File: src/rtl/rfsh_pkg.sv
package rfsh_pkg;

  // Rounded-up integer division used to turn a time into a cycle count.
  function automatic longint unsigned ceil_div(input longint unsigned num,
                                               input longint unsigned den);
    return (num + den - 1) / den;
  endfunction

  // Action applied to the owed counter in one cycle.
  typedef enum logic [1:0] {
    OWED_HOLD = 2'd0,
    OWED_INC  = 2'd1,
    OWED_DEC  = 2'd2,
    OWED_OVF  = 2'd3
  } owed_op_e;

endpackage

File: src/rtl/rfsh_interval_timer.sv
module rfsh_interval_timer #(
  parameter int NORM_CYC = 3125,
  parameter int HOT_CYC  = 1563,
  parameter int CW       = 12
) (
  input  logic clk,
  input  logic rst_n,
  input  logic hot_i,
  output logic tick_o
);

  logic [CW-1:0] elapsed_q;
  logic [CW-1:0] limit;

  // The limit is picked every cycle, so a switch to the short interval
  // takes effect at once instead of waiting out a long interval.
  always_comb begin
    if (hot_i) limit = CW'(HOT_CYC - 1);
    else       limit = CW'(NORM_CYC - 1);
  end

  assign tick_o = (elapsed_q >= limit);

  always_ff @(posedge clk) begin
    if (!rst_n)      elapsed_q <= '0;
    else if (tick_o) elapsed_q <= '0;
    else             elapsed_q <= elapsed_q + 1'b1;
  end

endmodule

File: src/rtl/rfsh_debt_counter.sv
module rfsh_debt_counter
  import rfsh_pkg::*;
#(
  parameter int MAX_OWED = 9,
  parameter int OW       = 4
) (
  input  logic          clk,
  input  logic          rst_n,
  input  logic          tick_i,
  input  logic          take_i,
  output logic [OW-1:0] owed_o,
  output logic          ovf_o
);

  localparam logic [OW-1:0] CEIL = OW'(MAX_OWED);

  owed_op_e      op;
  logic [OW-1:0] owed_q;
  logic          ovf_q;

  // A coincident expiry and acceptance cancel: one owed, one retired.
  always_comb begin
    op = OWED_HOLD;
    if (tick_i && !take_i) begin
      if (owed_q == CEIL) op = OWED_OVF;
      else                op = OWED_INC;
    end else if (take_i && !tick_i) begin
      op = OWED_DEC;
    end
  end

  always_ff @(posedge clk) begin
    if (!rst_n) begin
      owed_q <= '0;
      ovf_q  <= 1'b0;
    end else begin
      case (op)
        OWED_INC:  owed_q <= owed_q + 1'b1;
        OWED_DEC:  owed_q <= owed_q - 1'b1;
        OWED_OVF:  ovf_q  <= 1'b1;
        default:   owed_q <= owed_q;
      endcase
    end
  end

  assign owed_o = owed_q;
  assign ovf_o  = ovf_q;

endmodule

File: src/rtl/rfsh_levels.sv
module rfsh_levels #(
  parameter int URGENT_AT = 8,
  parameter int OW        = 4
) (
  input  logic [OW-1:0] owed_i,
  output logic          valid_o,
  output logic          urgent_o
);

  assign valid_o  = (owed_i != '0);
  assign urgent_o = (owed_i >= OW'(URGENT_AT));

endmodule

File: src/rtl/rfsh_scheduler.sv
module rfsh_scheduler
  import rfsh_pkg::*;
#(
  parameter int TCK_PS   = 2500,
  parameter int TREFI_PS = 7812500,
  parameter int MAX_OWED = 9,
  localparam int OW      = $clog2(MAX_OWED + 1)
) (
  input  logic          clk,
  input  logic          rst_n,
  input  logic          hot_i,
  input  logic          req_ready_i,
  output logic          req_valid_o,
  output logic          req_urgent_o,
  output logic [OW-1:0] owed_o,
  output logic          overflow_o
);

  localparam int NORM_CYC  = int'(ceil_div(longint'(TREFI_PS), longint'(TCK_PS)));
  localparam int HOT_CYC   = int'(ceil_div(longint'(TREFI_PS), 2 * longint'(TCK_PS)));
  localparam int CW        = $clog2(NORM_CYC + 1);
  localparam int URGENT_AT = MAX_OWED - 1;

  logic          tick_w;
  logic          take_w;
  logic [OW-1:0] owed_w;
  logic          valid_w;

  rfsh_interval_timer #(
    .NORM_CYC(NORM_CYC),
    .HOT_CYC (HOT_CYC),
    .CW      (CW)
  ) u_timer (
    .clk   (clk),
    .rst_n (rst_n),
    .hot_i (hot_i),
    .tick_o(tick_w)
  );

  assign take_w = valid_w && req_ready_i;

  rfsh_debt_counter #(
    .MAX_OWED(MAX_OWED),
    .OW      (OW)
  ) u_debt (
    .clk   (clk),
    .rst_n (rst_n),
    .tick_i(tick_w),
    .take_i(take_w),
    .owed_o(owed_w),
    .ovf_o (overflow_o)
  );

  rfsh_levels #(
    .URGENT_AT(URGENT_AT),
    .OW       (OW)
  ) u_levels (
    .owed_i  (owed_w),
    .valid_o (valid_w),
    .urgent_o(req_urgent_o)
  );

  assign req_valid_o = valid_w;
  assign owed_o      = owed_w;

endmodule

File: config.mk
export PLATFORM = sky130hd
export DESIGN_NAME = rfsh_scheduler
export DESIGN_NICKNAME = d
export VERILOG_FILES = /design/src/rtl/rfsh_pkg.sv /design/src/rtl/rfsh_interval_timer.sv /design/src/rtl/rfsh_debt_counter.sv /design/src/rtl/rfsh_levels.sv /design/src/rtl/rfsh_scheduler.sv
export SDC_FILE = /design/constraint.sdc
export NUM_CORES = 1
export LEC_CHECK = 0
export BUFFER_PORTS_ARGS = -buffer_cell sky130_fd_sc_hd__buf_2
export CAP_MARGIN = 30
export CORE_UTILIZATION = 50
export CTS_CLUSTER_SIZE = 40
export DETAILED_ROUTE_END_ITERATION = 8
export PLACE_DENSITY = 0.73
export RECOVER_POWER = 50
export SKIP_LAST_GASP = 1
export SYNTH_ARGS = -nofsm -noshare
export SYNTH_HDL_FRONTEND = slang
export SYNTH_SLANG_ARGS = --single-unit
File: constraint.sdc
create_clock -name clk -period 8.2 [get_ports clk]
set_input_delay 1.64 -clock clk [delete_from_list [all_inputs] [get_ports clk]]
set_output_delay 1.64 -clock clk [all_outputs]
set_load 0.005 [all_outputs]
==> metrics.txt <==
antenna violation net count after detailed routing 0; Die ar. 0.00214 mm²; Comb power frac 28.5%; Nets 137; leakage 0.502 nW; drt drc 0; cell count after synthesis 109; worst hold endpoint u_debt.ovf_o; Row Count 15; FF+latch count, synth 17; vias in the first global route 673; Slew Limit Fails 0; Achievable Freq 223 MHz; clk root buf clkbuf_4; Die Width 46.2 µm; Ant. Diodes 0; Filler cells 164; total gr overflow 0; clk sinks 17; Final WS setup 3720 ps; NetSw 61.8 µW; final hold violation count 0; sequential area share after synthesis 34.8%; Initial Utilization 54.8%; largest cells by area after synthesis dfxtp_1 (35%), ha_1 (13%), xor2_1 (6.3%), nor2_1 (5.8%), xnor2_1 (4.5%); largest area contributor in the netlist dfxtp_1; synthesized cell area 977 µm²; outcome finished, final reports clean; Via-to-Cell Ratio 5.07; Worst Setup End Kind register; Sequential Area 340 µm²; port bufs 10; measured slew at the worst slew-check pin 683 ps; postcts setup bufs 0; Clock Power Share 23.1%; number of max-cap violations 0; CTS Buf Count 3; io pins 11; area of the multi-input gates 588 µm²; peak supply drop 0.152 mV; max-slew headroom at the worst pin 54.1%; CTS tree done; worst-path maximum fanout 6; Clock Latency Late Sink 290 ps; Post-CTS Resized 0; core area 0.00178 mm²; critical path class in -> reg; library cells used by synthesis 31; WL per Instance 11.3 µm; starting DRC count in detailed routing 16; DR vias 740; Tmin final 4480 ps; DRT Pass-1 Iters 4; HP Class reg -> reg; startpoint types input pin; Die Span Y 46.2 µm; WHS 482 ps; hold path depth 1; setup tns final 0 ps; first-pass GRT wire length 2.84 mm; GRT Overall Usage 18.6%; clock slew at reported path FFs 100 ps; placed cell areas 0.00105 mm²; Setup WS pre-CTS 3780 ps; Int Pwr 133 µW; initial antenna violation count 0; H-tree depth 1; R2R depth 12; fin util 59.7%; Area growth syn-to-layout 8.96%; Worst EP arrival 4710 ps; Syn Area/Cell 8.97 µm²; Final Cell Area 0.00106 mm²; CP required 8430 ps; RSZ-0062 raised after global routing false; Synth top area share 34.8%; power density of the placed cells 183 mW/mm²; largest net degree at the start of global routing 12; Sw Ratio 31.8%; Seq pwr share 48.4%; layout cells sized above 1 14.9%; final setup skew 0.777 ps; Reg2Reg Capture Point u_debt.owed_o[3]; reg2reg start u_timer.elapsed_q[1]; CTS Hold Bufs 0; Placer Congestion 0.759; R2R setup slack 4950 ps; Max clock buf depth 2; hold_sp u_debt.ovf_o; period utilization 54.7%; HPWL Detailed 1.29 mm; final WL 1.65 mm; final setup fails 0; Synthesized Nets 124; Synth Warn # 0
[synthesized netlist by cell type (all sizes together)]
master,number
a21o,1
a21oi,4
a32o,1
and2,2
and3,3
clkbuf,2
dfxtp,17
fa,1
ha,10
inv,8
mux2,1
mux2i,3
nand2,8
nand2b,3
nand3,5
nand4,3
nor2,15
nor2b,1
nor3,1
nor4,2
o211a,1
o21a,1
o311a,1
or2,1
or3,1
or4,1
xnor2,5
xor2,7
[critical path, stage by stage]
cell and delay [ps]:
clkbuf_1 210, inv_1 100, ha_1 310, and2_1 150
o311a_1 290, nor3_1 570, mux2_2 410, a32o_1 200
ha_1 380, nand2_1 70, mux2i_1 180, mux2i_1 200
[per-layer routing]
metal | part of all wire, % | global-route usage [%] | vias to the layer above
met5 | 0 | 0 | -
met4 | 1.4 | 7.06 | 0
met3 | 2.1 | 4.71 | 4
met2 | 43 | 27.6 | 6
met1 | 53 | 25.8 | 336
li1 | - | - | 394
[state kept, by name, summed over array words and instances (netlist names)]
name               cells
u_debt.ovf_o           1
u_debt.owed_o          4
u_timer.elapsed_q     12
[worst max-delay path by stage]
stage,from,end,slack [ps]
after floorplan,hot_i,u_debt.owed_o[3],4150
after global placement,hot_i,u_debt.owed_o[3],3890
after detailed placement,hot_i,u_debt.owed_o[3],3780
after CTS,hot_i,u_debt.owed_o[3],4090
after global routing,hot_i,u_debt.owed_o[3],3400
final,hot_i,u_debt.owed_o[3],3720
[per-stage QoR]
stage                     power [mW]  cells
after global routing           0.210    146
after CTS                      0.198    146
after global placement         0.151    142
final                          0.195    146
after floorplan                0.136    109
after detailed placement       0.152    142
[cell type report]
cell class                      count  area share, %
Timing Repair Buffer               10           4.47
Clock inverter                      1          0.470
Inverter                            8           2.82
Sequential cell                    17           32.0
Tap cell                           25           2.94
Clock buffer                        3           2.12
Multi-Input combinational cell     82           55.2
[cells by family (layout without fill, tap and decap cells)]
group	after synthesis	in the layout	synth area share, %
and+or+nand+nor	46	46	24.8
DFF	17	17	34.8
xor gates and xnor gates	12	12	10.8
adders and majority gates	11	11	14.9
buffers and inverters	10	22	3.84
AOI/OAI and AO/OA	9	9	6.66
muxes	4	4	4.23
[power groups by stage]
stage	clock, mW	combinational, mW	sequential, mW
floorplan	0	0.0410	0.0953
global placement	0	0.0547	0.0959
detailed placement	0	0.0557	0.0961
CTS	0.0472	0.0561	0.0942
global route	0.0494	0.0650	0.0953
finish	0.0449	0.0554	0.0942
[placed cells by master (no fill, tap or decap), types with 2 or more instances in the layout]
master    synthesis  final
clkbuf_1          2      2
nand2_1           8      8
nor2_1           15     15
nand2b_1          3      3
nand3_1           4      4
and2_1            2      2
and3_2            2      2
buf_2             0      8
inv_1             7      7
clkbuf_4          0      3
a21oi_1           4      4
ha_1             10     10
nand4_1           3      3
mux2i_1           3      3
xnor2_1           5      5
xor2_1            7      7
nor4_1            2      2
dfxtp_1          17     17
Power figures use the tool's default switching activity.
